### config.mk
export PLATFORM = sky130hd
export DESIGN_NAME = pci_cmdsts
export DESIGN_NICKNAME = d
export VERILOG_FILES = /design/src/rtl/pci_cmdsts_pkg.sv /design/src/rtl/pci_cmdsts_access.sv /design/src/rtl/pci_cmdsts_cmd_reg.sv /design/src/rtl/pci_cmdsts_sts_reg.sv /design/src/rtl/pci_cmdsts_serr_gen.sv /design/src/rtl/pci_cmdsts.sv
export SDC_FILE = /design/constraint.sdc
export NUM_CORES = 1
export LEC_CHECK = 0
export ABC_CLOCK_PERIOD_IN_PS = 1800
export BUFFER_PORTS_ARGS = -buffer_cell sky130_fd_sc_hd__buf_2
export CAP_MARGIN = 20
export CORE_MARGIN = 3
export CORE_UTILIZATION = 34
export CTS_BUF_LIST = sky130_fd_sc_hd__clkbuf_4
export DETAILED_ROUTE_END_ITERATION = 6
export MAX_ROUTING_LAYER = met4
export PLACE_DENSITY = 0.8
export SLEW_MARGIN = 15
export SYNTH_ARGS = -nofsm -noshare
export SYNTH_HDL_FRONTEND = slang
export SYNTH_SLANG_ARGS = --single-unit
### constraint.sdc
create_clock -name clk -period 1.8 [get_ports clk]
set_clock_uncertainty 0.1 [all_clocks]
set_input_delay 0.18 -clock clk [delete_from_list [all_inputs] [get_ports clk]]
set_output_delay 0.18 -clock clk [all_outputs]
set_load 0.1 [all_outputs]
### src/rtl/pci_cmdsts_pkg.sv
package pci_cmdsts_pkg;
    localparam int REG_W  = 16;
    localparam int LANE_W = 8;
    localparam int BE_W   = REG_W / LANE_W;

    // command bit positions
    localparam int CMD_PERR_RSP = 6;
    localparam int CMD_SERR_EN  = 8;
    // status bit positions
    localparam int STS_DPE = 15;
    localparam int STS_SSE = 14;
    localparam int STS_URC = 13;
    localparam int STS_CAC = 12;

    localparam logic [REG_W-1:0] CMD_ONES = 16'h0007;
    localparam logic [REG_W-1:0] STS_ONES = 16'h0210;

    typedef struct packed {
        logic serr_en;
        logic perr_rsp;
    } cmd_state_t;

    typedef struct packed {
        logic dpe;
        logic sse;
        logic urc;
        logic cac;
    } sts_state_t;
endpackage

### src/rtl/pci_cmdsts_access.sv
module pci_cmdsts_access
    import pci_cmdsts_pkg::*;
#(
    parameter int ADDR_W  = 8,
    parameter logic [ADDR_W-1:0] CMD_ADDR = 'h04,
    parameter logic [ADDR_W-1:0] STS_ADDR = 'h06
) (
    input  logic [ADDR_W-1:0] cfg_addr,
    input  logic [BE_W-1:0]   cfg_be,
    input  logic              cfg_wr,
    input  logic              cfg_rd,
    input  logic [REG_W-1:0]  cmd_word,
    input  logic [REG_W-1:0]  sts_word,
    output logic [BE_W-1:0]   cmd_lane_we,
    output logic [BE_W-1:0]   sts_lane_we,
    output logic [REG_W-1:0]  rdata
);
    logic cmd_hit;
    logic sts_hit;

    always_comb begin
        cmd_hit = (cfg_addr == CMD_ADDR);
        sts_hit = (cfg_addr == STS_ADDR);
    end

    for (genvar g = 0; g < BE_W; g++) begin : g_lane
        always_comb begin
            cmd_lane_we[g] = cfg_wr && cmd_hit && cfg_be[g];
            sts_lane_we[g] = cfg_wr && sts_hit && cfg_be[g];
        end
    end

    always_comb begin
        rdata = '0;
        if (cfg_rd) begin
            if (cmd_hit)      rdata = cmd_word;
            else if (sts_hit) rdata = sts_word;
        end
    end
endmodule

### src/rtl/pci_cmdsts_cmd_reg.sv
module pci_cmdsts_cmd_reg
    import pci_cmdsts_pkg::*;
(
    input  logic             clk,
    input  logic             rst_n,
    input  logic [BE_W-1:0]  lane_we,
    input  logic             wd_perr_rsp,
    input  logic             wd_serr_en,
    output logic             perr_rsp,
    output logic             serr_en,
    output logic [REG_W-1:0] cmd_word
);
    localparam int PERR_LANE = CMD_PERR_RSP / LANE_W;
    localparam int SERR_LANE = CMD_SERR_EN / LANE_W;

    cmd_state_t state_d, state_q;

    always_comb begin
        state_d = state_q;
        if (lane_we[PERR_LANE]) state_d.perr_rsp = wd_perr_rsp;
        if (lane_we[SERR_LANE]) state_d.serr_en  = wd_serr_en;
    end

    always_ff @(posedge clk or negedge rst_n) begin
        if (!rst_n) state_q <= '0;
        else        state_q <= state_d;
    end

    always_comb begin
        cmd_word               = CMD_ONES;
        cmd_word[CMD_PERR_RSP] = state_q.perr_rsp;
        cmd_word[CMD_SERR_EN]  = state_q.serr_en;
        perr_rsp               = state_q.perr_rsp;
        serr_en                = state_q.serr_en;
    end

    // a lane left disabled keeps its bit
    a_r4_lane0_hold: assert property (@(posedge clk) disable iff (!rst_n)
        !lane_we[PERR_LANE] |=> $stable(perr_rsp));
    a_r4_lane1_hold: assert property (@(posedge clk) disable iff (!rst_n)
        !lane_we[SERR_LANE] |=> $stable(serr_en));
endmodule

### src/rtl/pci_cmdsts_sts_reg.sv
module pci_cmdsts_sts_reg
    import pci_cmdsts_pkg::*;
(
    input  logic             clk,
    input  logic             rst_n,
    input  logic [BE_W-1:0]  lane_we,
    input  logic [REG_W-1:0] wdata,
    input  logic             perr_evt,
    input  logic             ur_cpl_evt,
    input  logic             ca_cpl_evt,
    input  logic             serr_fire,
    output logic [REG_W-1:0] sts_word
);
    localparam int FLAG_LANE = STS_DPE / LANE_W;

    sts_state_t state_d, state_q;
    logic clr_dpe, clr_sse, clr_urc, clr_cac;

    always_comb begin
        clr_dpe = lane_we[FLAG_LANE] && wdata[STS_DPE];
        clr_sse = lane_we[FLAG_LANE] && wdata[STS_SSE];
        clr_urc = lane_we[FLAG_LANE] && wdata[STS_URC];
        clr_cac = lane_we[FLAG_LANE] && wdata[STS_CAC];
        // set beats clear so no event is lost
        state_d.dpe = perr_evt   || (state_q.dpe && !clr_dpe);
        state_d.sse = serr_fire  || (state_q.sse && !clr_sse);
        state_d.urc = ur_cpl_evt || (state_q.urc && !clr_urc);
        state_d.cac = ca_cpl_evt || (state_q.cac && !clr_cac);
    end

    always_ff @(posedge clk or negedge rst_n) begin
        if (!rst_n) state_q <= '0;
        else        state_q <= state_d;
    end

    always_comb begin
        sts_word          = STS_ONES;
        sts_word[STS_DPE] = state_q.dpe;
        sts_word[STS_SSE] = state_q.sse;
        sts_word[STS_URC] = state_q.urc;
        sts_word[STS_CAC] = state_q.cac;
    end

    a_r5_dpe_sets: assert property (@(posedge clk) disable iff (!rst_n)
        perr_evt |=> sts_word[STS_DPE]);
    a_r6_urc_sets: assert property (@(posedge clk) disable iff (!rst_n)
        ur_cpl_evt |=> sts_word[STS_URC]);
    a_r6_cac_sets: assert property (@(posedge clk) disable iff (!rst_n)
        ca_cpl_evt |=> sts_word[STS_CAC]);
    a_r7_sticky: assert property (@(posedge clk) disable iff (!rst_n)
        sts_word[STS_CAC] && !clr_cac |=> sts_word[STS_CAC]);
    a_r7_clears: assert property (@(posedge clk) disable iff (!rst_n)
        clr_urc && !ur_cpl_evt |=> !sts_word[STS_URC]);
    a_r10_set_wins: assert property (@(posedge clk) disable iff (!rst_n)
        clr_dpe && perr_evt |=> sts_word[STS_DPE]);
endmodule

### src/rtl/pci_cmdsts_serr_gen.sv
module pci_cmdsts_serr_gen (
    input  logic clk,
    input  logic rst_n,
    input  logic perr_evt,
    input  logic perr_rsp,
    input  logic serr_en,
    output logic serr_fire,
    output logic serr_o
);
    logic serr_d, serr_q;

    always_comb begin
        serr_d    = perr_evt && perr_rsp && serr_en;
        serr_fire = serr_d;
        serr_o    = serr_q;
    end

    always_ff @(posedge clk or negedge rst_n) begin
        if (!rst_n) serr_q <= 1'b0;
        else        serr_q <= serr_d;
    end

    a_r8_needs_event: assert property (@(posedge clk) disable iff (!rst_n)
        serr_o |-> $past(perr_evt));
    a_r8_needs_enable: assert property (@(posedge clk) disable iff (!rst_n)
        serr_o |-> $past(serr_en));
endmodule

### src/rtl/pci_cmdsts.sv
module pci_cmdsts
    import pci_cmdsts_pkg::*;
#(
    parameter int ADDR_W = 8,
    parameter logic [ADDR_W-1:0] CMD_ADDR = 'h04,
    parameter logic [ADDR_W-1:0] STS_ADDR = 'h06
) (
    input  logic              clk,
    input  logic              rst_n,
    input  logic [ADDR_W-1:0] cfg_addr,
    input  logic [BE_W-1:0]   cfg_be,
    input  logic [REG_W-1:0]  cfg_wdata,
    input  logic              cfg_wr,
    input  logic              cfg_rd,
    output logic [REG_W-1:0]  cfg_rdata,
    input  logic              perr_evt,
    input  logic              ur_cpl_evt,
    input  logic              ca_cpl_evt,
    output logic              serr_o
);
    logic [BE_W-1:0]  cmd_lane_we, sts_lane_we;
    logic [REG_W-1:0] cmd_word, sts_word;
    logic             perr_rsp, serr_en, serr_fire;

    pci_cmdsts_access #(
        .ADDR_W(ADDR_W), .CMD_ADDR(CMD_ADDR), .STS_ADDR(STS_ADDR)
    ) u_access (
        .cfg_addr(cfg_addr), .cfg_be(cfg_be), .cfg_wr(cfg_wr), .cfg_rd(cfg_rd),
        .cmd_word(cmd_word), .sts_word(sts_word),
        .cmd_lane_we(cmd_lane_we), .sts_lane_we(sts_lane_we), .rdata(cfg_rdata)
    );

    pci_cmdsts_cmd_reg u_cmd (
        .clk(clk), .rst_n(rst_n), .lane_we(cmd_lane_we),
        .wd_perr_rsp(cfg_wdata[CMD_PERR_RSP]), .wd_serr_en(cfg_wdata[CMD_SERR_EN]),
        .perr_rsp(perr_rsp), .serr_en(serr_en), .cmd_word(cmd_word)
    );

    pci_cmdsts_serr_gen u_serr (
        .clk(clk), .rst_n(rst_n), .perr_evt(perr_evt), .perr_rsp(perr_rsp),
        .serr_en(serr_en), .serr_fire(serr_fire), .serr_o(serr_o)
    );

    pci_cmdsts_sts_reg u_sts (
        .clk(clk), .rst_n(rst_n), .lane_we(sts_lane_we), .wdata(cfg_wdata),
        .perr_evt(perr_evt), .ur_cpl_evt(ur_cpl_evt), .ca_cpl_evt(ca_cpl_evt),
        .serr_fire(serr_fire), .sts_word(sts_word)
    );

    // the pulse and its status flag appear together
    a_r9_sse_with_pulse: assert property (@(posedge clk) disable iff (!rst_n)
        serr_o |-> sts_word[STS_SSE]);
    // low command bits stay fixed
    a_r2_fixed_low: assert property (@(posedge clk) disable iff (!rst_n)
        cmd_word[2:0] == 3'b111);
endmodule

==> summary.md, run 1 <==
| Metric | Value |
|---|---|
| Area Overhead vs Synth | 84.70% |
| Hold Crit Class | primary input to register |
| Total GRT Usage | 0.1563 |
| Setup-failing EPs final | 0 |
| Rows | 12 |
| Synth Area per Inst | between 10 and 15 sq um |
| Post-Synthesis Cells | 44 |
| Clk root buf | clkbuf_4 |
| Clock power frac | 0.373 |
| # diodes | 0 |
| Ports | 50 |
| Post-Route WL | ~1200 microns |
| Sink Count | 7 |
| Share of the synthesized area in the top cell type | 0.3825 |
| FFs w/ async S/R, synth | 1.000 |
| Pre-antenna DRT Iters | 2 |
| Die ar. | around 0.0018 sq mm |
| GR Overflow Total | 0 |
| Register clock-pin slew on the reported worst setup and hold paths | ~0.050 ns |
| Critical path required time | about 1.5 ns |
| CTS tree | done |
| H-tree depth | 1 |
| CTS Buffer Depth | 2 |
| EDFF count, synth | 0 |
| Placed Cells | 89 |
| Internal power | 284.9 uW |
| Post-DRT Antenna Nets | 0 |
| Largest net degree at the start of global routing | 8 |
| Synth Flop Type | dfrtp_1 |
| Combinational fraction of design power | 0.232 |
| Max-Cap Viols | 0 |
| Gp weighted congestion | between 0.7 and 0.8 |
| Vias in the first global route | ~490 |
| Most common cell in the netlist | buf_4 |
| Detailed-route vias per instance | between 4 and 5 |
| FMAX | approximately 590 MHz |
| Setup TNS | 0 ns |
| Fin. Hold Viols | 0 |
| Crit-path max FO | 4 |
| Initial DRC count | 5 |
| Top cells by count, synth | 8 x buf_4, 7 x dfrtp_1, 5 x and2_1 |
| Cts bufs inserted | 3 |
| Seq pwr share | 0.395 |
| PwrDens | between 400 and 500 mW/mm^2 |
| WP data arrival | 1.40 ns |
| Sw frac | 0.2979 |
| VDD IR max | slightly below 0.4 mV |
| Core area | 0.001186 sq mm |
| Fin area | 845.8 sq um |
| Die width | 42.70 microns |
| DR DRC count | 0 |
| CP endpoint kind | primary output |
| Fin crit period | between 1.5 and 2 ns |
| CP Launch Type | primary input |
| WL per Instance | roughly 13 microns |
| Layout cells sized above 1 | 0.6750 |
| Fin util | 0.7131 |
| Port bufs | 34 |
| DIE HEIGHT | about 43 microns |
| Post-synthesis register bit count | 7 |
| Layout Nets | around 110 |
| Sw Pwr | roughly 120 uW |
| Final Cycle Share | 0.9347 |
| Placed cell area | approximately 800 sq um |
| Hold slack final | around 0.012 ns |
| Initial Util | 0.3861 |
| First-pass GRT wire length | approximately 2000 microns |
| DPL Wire Length | ~1100 microns |
| Synth top area cells | dfrtp_1 38%, buf_4 13%, and2_1 6.8% |
| Setup CP Type | primary input to primary output |
| Insertion delay to the later sink of the worst-skew pair | ~0.25 ns |
| Antenna violations before repair | 0 |
| RSZ-0062 raised after global routing | no |
| Register area share after synthesis | 0.3825 |
| Vias | around 450 |
| P_leak | ~0.0004 uW |
| Status | finished, final reports clean |
| Cell variety after synth | 17 |
| YS warnings | 0 |
| Synthesized area | about 460 sq um |
| Largest area contributor in the netlist | dfrtp_1 |
| Max-slew violation count | 0 |
| Final non-filler cell total | 94 |
## power by group through the flow
stage	combinational, uW	sequential [uW]	clock, uW
detailed placement	91.2	163	0
finish	94.0	160	151
CTS	92.9	160	159
global placement	89.2	163	0
global route	100	160	168
floorplan	66.4	162	0
## sequential cells by signal, indices dropped and copies added (netlist names)
name,cells
u_cmd.perr_rsp,1
u_cmd.serr_en,1
u_serr.serr_o,1
u_sts.sts_word,4
## routing by layer
metal | up-vias | part of all wire | global-route usage | wire length (microns)
met5 | - | 0 | - | 0
met4 | 0 | 0.033 | 0.1304 | 39
met3 | 4 | 0.070 | 0.02966 | 84
met2 | 19 | 0.55 | 0.2575 | 659
met1 | 205 | 0.35 | 0.1571 | 413
li1 | 221 | - | - | -
## metrics by stage
stage          power, uW  setup slack (ns)
2_1_floorplan      228.9          -0.01460
3_3_place_gp       251.8           0.07565
3_5_place_dp       254.0           0.03647
4_1_cts            412.3           0.02984
5_1_grt            428.3           0.08669
6_report           405.8            0.1176
## worst paths after layout
path	from	endpoint	slack (ns)	cells past startpoint
min reg2reg	u_sts.sts_word[12]	u_sts.sts_word[12]	0.38	1
max in group asynchronous	rst_n	u_cmd.serr_en	1.27	2
min	ca_cpl_evt	u_sts.sts_word[12]	0.01	2
max	cfg_addr[5]	cfg_rdata[8]	0.12	5
min in group asynchronous	rst_n	u_sts.sts_word[13]	0.19	2
max reg2reg	u_cmd.perr_rsp	u_sts.sts_word[14]	0.87	2
## placed cells by master, fill, tap and decap left out, types with 2 or more instances in the layout
| cell type | count |
|---|---|
| mux2_1 | 2 |
| and3_2 | 2 |
| nand4_1 | 4 |
| a21o_1 | 4 |
| buf_2 | 23 |
| conb_1 | 5 |
| and2_4 | 4 |
| buf_12 | 11 |
| clkbuf_4 | 4 |
| dfrtp_1 | 7 |
## final cells by class
cell class,instances,area (sq um)
Multi-Input combinational cell,33,270.3
Sequential cell,7,175.2
Clock buffer,4,30.03
Timing Repair Buffer,36,352.8
Tap cell,14,17.52
Fill cell,92,340.3
## kinds of logic (layout without fill, tap and decap cells)
kind of cell | count (synthesis) | in the layout | synth area share
simple gates | 22 | 22 | 0.3633
mux | 2 | 2 | 0.04918
compound gates | 4 | 4 | 0.06558
flops | 7 | 7 | 0.3825
other cells | 1 | 5 | 0.008189
buf+inv | 8 | 40 | 0.1312
## worst max-delay path, cell delays in order
cell and delay [ns]:
buf_2 0.11, or4_4 0.57, nor2_4 0.15, and3_2 0.22, buf_12 0.17
## repair_timing
item | 4_1_cts | 5_1_grt
endpoints found under the hold margin | 7 | 0
setup endpoints to repair | 0 | 6
hold buffers | 1 | 0
buffers inserted | 0 | 0
gates resized for setup | 0 | 2
(Power assumes the default switching activity.)
==> inputs of run 2 (changes only) <==
--- a/config.mk
+++ b/config.mk
@@ -5,15 +5,16 @@
 export SDC_FILE = /design/constraint.sdc
 export NUM_CORES = 1
 export LEC_CHECK = 0
+export ABC_AREA = 1
 export ABC_CLOCK_PERIOD_IN_PS = 1800
 export BUFFER_PORTS_ARGS = -buffer_cell sky130_fd_sc_hd__buf_2
 export CAP_MARGIN = 20
 export CORE_MARGIN = 3
-export CORE_UTILIZATION = 34
+export CORE_UTILIZATION = 36
 export CTS_BUF_LIST = sky130_fd_sc_hd__clkbuf_4
 export DETAILED_ROUTE_END_ITERATION = 6
 export MAX_ROUTING_LAYER = met4
-export PLACE_DENSITY = 0.8
+export PLACE_DENSITY = 0.81
 export SLEW_MARGIN = 15
 export SYNTH_ARGS = -nofsm -noshare
 export SYNTH_HDL_FRONTEND = slang
==> summary.md, run 2 <==
| Metric | Value |
|---|---|
| Status | finished, final reports clean |
| Register area share after synthesis | 0.3500 (-0.03251) |
| Post CTS Setup Buffer Count | 0 (unchanged) |
| Fill cell count | 109 (+18%) |
| Fin crit period | 1.504 ns (-0.1789 ns) |
| Cts bufs inserted | 3 (unchanged) |
| Sink Count | 7 (unchanged) |
| Post-DRT Antenna Nets | 0 (unchanged) |
| Post-synthesis register bit count | 7 (unchanged) |
| Die width | 43.29 microns (+1.4%) |
| Placed Cells | 119 (+34%) |
| Fin. Hold Viols | 0 (unchanged) |
| Post-Synthesis Cells | 75 (+70%) |
| PwrDens | 496.1 mW/mm^2 (+3.4%) |
| FFs w/ async S/R, synth | 1.000 (unchanged) |
| Antenna violations before repair | 0 (unchanged) |
| FMAX | 665.1 MHz (+12%) |
| DR DRC count | 0 (unchanged) |
| Layout cells sized above 1 | 0.3909 (-0.2841) |
| Top cells by count, synth | 19 x nand2_1, 17 x inv_1, 11 x nor2_1, 8 x buf_4, 7 x dfrtp_1 |
| VDD IR max | 0.5075 mV (+28%) |
| Initial DRC count | 7 (+2) |
| WP data arrival | 1.22 ns (-0.18 ns) |
| Pre-antenna DRT Iters | 4 (+2) |
| YS warnings | 0 (unchanged) |
| GR Overflow Total | 0 (unchanged) |
| P_leak | 0.0005095 uW (+28%) |
| Most frequent cells in the layout | 23 x buf_2, 19 x nand2_1, 17 x inv_1 |
| Register clock-pin slew on the reported worst setup and hold paths | 0.05 ns (about the same) |
| RSZ-0062 raised after global routing | no |
| Layout Nets | 144 (+26%) |
| Initial Util | 0.4167 (+0.03059) |
| Resized Gates After CTS | 0 (unchanged) |
| DIE HEIGHT | 43.29 microns (+1.4%) |
| Cell variety after synth | 13 (-4) |
| H-tree depth | 1 (unchanged) |
| Synth Area per Inst | 6.673 sq um (-36%) |
| Insertion delay to the later sink of the worst-skew pair | 0.24 ns (about the same) |
| Vias | 513 (+14%) |
| Largest net degree at the start of global routing | 8 (unchanged) |
| Die ar. | 0.001874 sq mm (+2.8%) |
| Final Cycle Share | 0.8353 (-0.09938) |
| DPL Wire Length | 1079 microns (+0.63%) |
| Ports | 50 (unchanged) |
| EDFF count, synth | 0 (unchanged) |
| Clk root buf | clkbuf_4 |
| # diodes | 0 (unchanged) |
| Max-Cap Viols | 0 (unchanged) |
| Most common cell in the netlist | nand2_1 |
| CP endpoint kind | primary output |
| Max-slew violation count | 0 (unchanged) |
| Final non-filler cell total | 124 (+32%) |
| Slowest-stage cell, CP | inv_1 |
| Max incr delay on CP | 0.22 ns (-0.35 ns) |
| Crit-path max FO | 5 (+1) |
| WL per Instance | 10.45 microns (-18%) |
| Cell Chain, Critical Path | buf_2 -> nor2_1 -> nand2_2 -> nor2_4 -> nand2_1 -> inv_1 -> buf_12 |
| FF+latch area | 175.2 sq um (unchanged) |
| Vias in the first global route | 490 (+1.0%) |
| Gp weighted congestion | 0.6855 (-6.2%) |
| Buf/Inv on CP | 3 (+1) |
| Port bufs | 34 (unchanged) |
| Post-Route WL | 1296 microns (+8.4%) |
| CTS Buffer Depth | 2 (unchanged) |
| Max FFs per register | 4 (unchanged) |
| First-pass GRT wire length | 2042 microns (+2.0%) |
| Hold-fix buffers, CTS | 1 (unchanged) |
| Rows | 12 (unchanged) |
| Fin util | 0.7083 (-0.004747) |
| CP Launch Type | primary input |
| Area taken by multi-input logic gates | 219.0 sq um (-19%) |
| Setup-failing EPs final | 0 (unchanged) |
| Area Overhead vs Synth | 70.00% |
| Synth Flop Type | dfrtp_1 |
| Synthesized area | 500.5 sq um (+9.3%) |
| Share of the synthesized area in the top cell type | 0.3500 (-0.03251) |
| Setup CP Type | primary input to primary output |
| Critical path required time | 1.52 ns (about the same) |
| Largest area contributor in the netlist | dfrtp_1 |
| Core area | 0.001201 sq mm (+1.3%) |
| Detailed-route vias per instance | 4.137 (-13%) |
| CTS tree | done |
| Hold Crit Class | primary input to register |
| Synth top area cells | dfrtp_1 35%, nand2_1 14%, inv_1 13% |
| Top delay family on crit path | buffers and inverters |
| Commonest non-fill, non-tap cell in the layout | buf_2 |
| Power Total | 422.1 uW (+4.0%) |
| Total GRT Usage | 0.1483 (-0.008055) |
==> run 2: path summary, 6_finish.rpt <==
kind,end,slack (ns),start,cells past startpoint
max in group asynchronous,u_cmd.serr_en,1.20,rst_n,2
min reg2reg,u_sts.sts_word[14],0.37,u_sts.sts_word[14],2
min,u_sts.sts_word[12],0.02,ca_cpl_evt,3
max,cfg_rdata[1],0.30,cfg_addr[7],7
max reg2reg,u_sts.sts_word[14],0.86,u_cmd.serr_en,4
min in group asynchronous,u_sts.sts_word[12],0.24,rst_n,2
==> run 2: metal layers <==
metal	up-vias	part of all wire	track usage
li1	276	-	-
met3	2	0.084	0.04237
met1	212	0.32	0.1378
met5	-	0	-
met4	0	0.0039	0.01807
met2	23	0.59	0.2979
==> run 2: worst register-to-register path: stages, from the launching register on <==
cell,delay (ns)
dfrtp_1,0.32
inv_1,0.07
nor3_1,0.26
inv_1,0.06
nand2_1,0.06
==> run 2: metrics by stage <==
step | area [sq um] | hold WS, ns | setup slack, ns | setup TNS (ns)
6_report | 850.8 | 0.01525 | 0.2964 | 0
5_1_grt | 850.8 | 0.01164 | 0.2072 | 0
4_1_cts | 850.8 | 0.01127 | 0.2819 | 0
3_5_place_dp | 810.8 | -0.08146 | 0.2873 | 0
3_3_place_gp | 810.8 | -0.08560 | 0.3227 | 0
2_1_floorplan | 518.0 | -0.2156 | -0.3769 | -2.313
==> run 2: final cells by class <==
class	instances	area share
tap	14	0.02059
sequential	7	0.2059
clock buffer	4	0.03529
multi-input combinational	47	0.2574
inverter	17	0.07500
timing repair buffer	35	0.4059
==> run 2: power by group <==
group / internal [uW] / switching (uW)
Clock: 99.4 / 53.4
Combinational: 26.4 / 82.5
Sequential: 160 / 0.509
==> run 2: kinds of logic (layout without fill, tap and decap cells) <==
| logic type | Yosys count | after routing | synth area share |
|---|---|---|---|
| buf+inv | 25 | 56 | 0.2475 |
| other cells | 1 | 5 | 0.007493 |
| simple gates | 41 | 41 | 0.3850 |
| flops | 7 | 7 | 0.3500 |
| compound gates | 1 | 1 | 0.009990 |
==> inputs of run 3 (changes only) <==
--- a/config.mk
+++ b/config.mk
@@ -6,7 +6,7 @@
 export NUM_CORES = 1
 export LEC_CHECK = 0
 export ABC_AREA = 1
-export ABC_CLOCK_PERIOD_IN_PS = 1800
+export ABC_CLOCK_PERIOD_IN_PS = 1400
 export BUFFER_PORTS_ARGS = -buffer_cell sky130_fd_sc_hd__buf_2
 export CAP_MARGIN = 20
 export CORE_MARGIN = 3
==> constraint.sdc (replaced) <==
create_clock -name clk -period 1.4 [get_ports clk]
set_clock_uncertainty 0.1 [all_clocks]
set_input_delay 0.14 -clock clk [delete_from_list [all_inputs] [get_ports clk]]
set_output_delay 0.14 -clock clk [all_outputs]
set_load 0.1 [all_outputs]
==> summary.md, run 3 (same netlist as run 2, synthesis figures left out) <==
| Metric | Value |
|---|---|
| Die ar. | 0.001874 sq mm (unchanged) |
| Vias in the first global route | 540 (+10%) |
| Clk root buf | clkbuf_4 |
| CP endpoint kind | primary output |
| Rows | 12 (unchanged) |
| RSZ-0062 raised after global routing | no |
| Largest net degree at the start of global routing | 8 (unchanged) |
| Critical path required time | 1.16 ns (-0.36 ns) |
| Gp weighted congestion | 0.6676 (-2.6%) |
| DP Worst Slack | 0.03182 ns (-0.2555 ns) |
| CTS tree | done |
| Initial Util | 0.4167 (unchanged) |
| WL per Instance | 10.91 microns (+4.4%) |
| Initial DRC count | 5 (-2) |
| DPL Wire Length | 1071 microns (-0.69%) |
| Fin crit period | about 1.4 ns |
| Vias | 562 (+9.6%) |
| Insertion delay to the later sink of the worst-skew pair | 0.25 ns (about the same) |
| Register clock-pin slew on the reported worst setup and hold paths | 0.05 ns (about the same) |
| Max-slew violation count | 0 (unchanged) |
| Total GRT Usage | 0.1752 (+0.02694) |
| Power Total | 581.3 uW (+38%) |
| Antenna violations before repair | 0 (unchanged) |
| Most frequent cells in the layout | 23 x buf_2, 16 x nand2_1, 14 x inv_1 |
| Area Overhead vs Synth | 94.50% |
| Fill cell count | 81 (-26%) |
| Fin worst setup slack | 0.04484 ns (-0.2516 ns) |
| Fin util | 0.8104 (+0.1021) |
| Post-Route WL | 1407 microns (+8.6%) |
| Setup CP Type | primary input to primary output |
| Reg2Reg Capture Point | u_sts.sts_word[14] |
| Max FFs per register | 4 (unchanged) |
| Worst hold stages | 4 (+1) |
| Cts bufs inserted | 3 (unchanged) |
| Final Cycle Share | 0.9680 |
| Fin. Hold Viols | 0 (unchanged) |
| First-pass GRT wire length | 2290 microns (+12%) |
| GR Overflow Total | 0 (unchanged) |
| Hold Crit Class | primary input to register |
| CTS Buffer Depth | 2 (unchanged) |
| Die width | 43.29 microns (unchanged) |
| Layout Nets | 149 (+3.5%) |
| VDD IR max | 0.7758 mV (+53%) |
| WP data arrival | 1.12 ns (-0.10 ns) |
| DIE HEIGHT | 43.29 microns (unchanged) |
| Port bufs | 34 (unchanged) |
| Path depth of the worst reg2reg path | 4 (unchanged) |
| Max-Cap Viols | 0 (unchanged) |
| Layout cells sized above 1 | 0.5130 (+0.1221) |
| Post CTS Setup Buffer Count | 0 (unchanged) |
| Post-DRT Antenna Nets | 0 (unchanged) |
| Core area | 0.001201 sq mm (unchanged) |
| Crit-path max FO | 5 (unchanged) |
| CP Launch Type | primary input |
| # diodes | 0 (unchanged) |
| Ports | 50 (unchanged) |
| Hold Startpoint | cfg_wdata[13] |
| Detailed-route vias per instance | 4.357 (+5.3%) |
| Flop2flop setup slack | 0.41 ns (-0.45 ns) |
| Status | finished, final reports clean |
| Commonest non-fill, non-tap cell in the layout | buf_2 |
| Pre-antenna DRT Iters | 4 (unchanged) |
| Setup-failing EPs final | 0 (unchanged) |
| P_leak | 0.0005332 uW (+4.6%) |
| DR DRC count | 0 (unchanged) |
| Sink Count | 7 (unchanged) |
| RR Startpoint | u_cmd.serr_en |
| PwrDens | 597.1 mW/mm^2 (+20%) |
| H-tree depth | 1 (unchanged) |
| Hold Path Sink | u_sts.sts_word[13] |
| FMAX | about 740 MHz |
| Hold slack final | 0.07271 ns (+0.05745 ns) |
==> run 3: per-stage QoR <==
step                setup TNS, ns  area (sq um)  std cells
floorplan                  -1.341         619.3         79
global placement                0         898.4        121
detailed placement              0         898.4        121
CTS                             0         968.4        129
global route                    0         973.4        129
finish                          0         973.4        129
==> run 3: metal layers <==
| metal | vias to the layer above | share of wire | GRT usage |
|---|---|---|---|
| met3 | 6 | 0.094 | 0.05932 |
| met2 | 30 | 0.55 | 0.3068 |
| li1 | 283 | - | - |
| met5 | - | 0 | - |
| met1 | 243 | 0.31 | 0.1542 |
| met4 | 0 | 0.044 | 0.1205 |
==> run 3: area by class of cell <==
type	instances	area, sq um	area share
repair buffers	40	390.4	0.4010
inverters	17	83.83	0.08612
multi-input cells	47	276.5	0.2841
flip-flops and latches	7	175.2	0.1799
clock buffers	4	30.03	0.03085
well taps	14	17.52	0.01799
==> run 3: critical path, stage by stage <==
cell and delay (ns):
buf_2 0.17, inv_12 0.03, nor2_4 0.11, nand2_2 0.07, nor2_4 0.14, nand2_4 0.10
nor2_2 0.16, buf_12 0.19
==> run 3: report_power, final <==
part	internal, uW	total (uW)	switching [uW]
Clock	129	214	85.0
Combinational	44.5	161	117
Sequential	205	206	0.785
Total	379	581	202
==> run 3: what timing repair did <==
action	4_1_cts	5_1_grt
setup endpoints to repair	0	1
hold endpoints to repair	10	0
hold buffers	4	0
gates resized for setup	0	1
==> run 3: worst max-delay path by stage <==
stage	startpoint	end	slack (ns)	cells after the start
floorplan	cfg_addr[2]	cfg_rdata[15]	-0.25	6
global placement	cfg_addr[2]	cfg_rdata[15]	0.06	8
detailed placement	cfg_addr[2]	cfg_rdata[15]	0.03	8
CTS	cfg_addr[2]	cfg_rdata[15]	0.03	8
global route	cfg_addr[2]	cfg_rdata[15]	0.0006	8
finish	cfg_addr[2]	cfg_rdata[15]	0.04	8
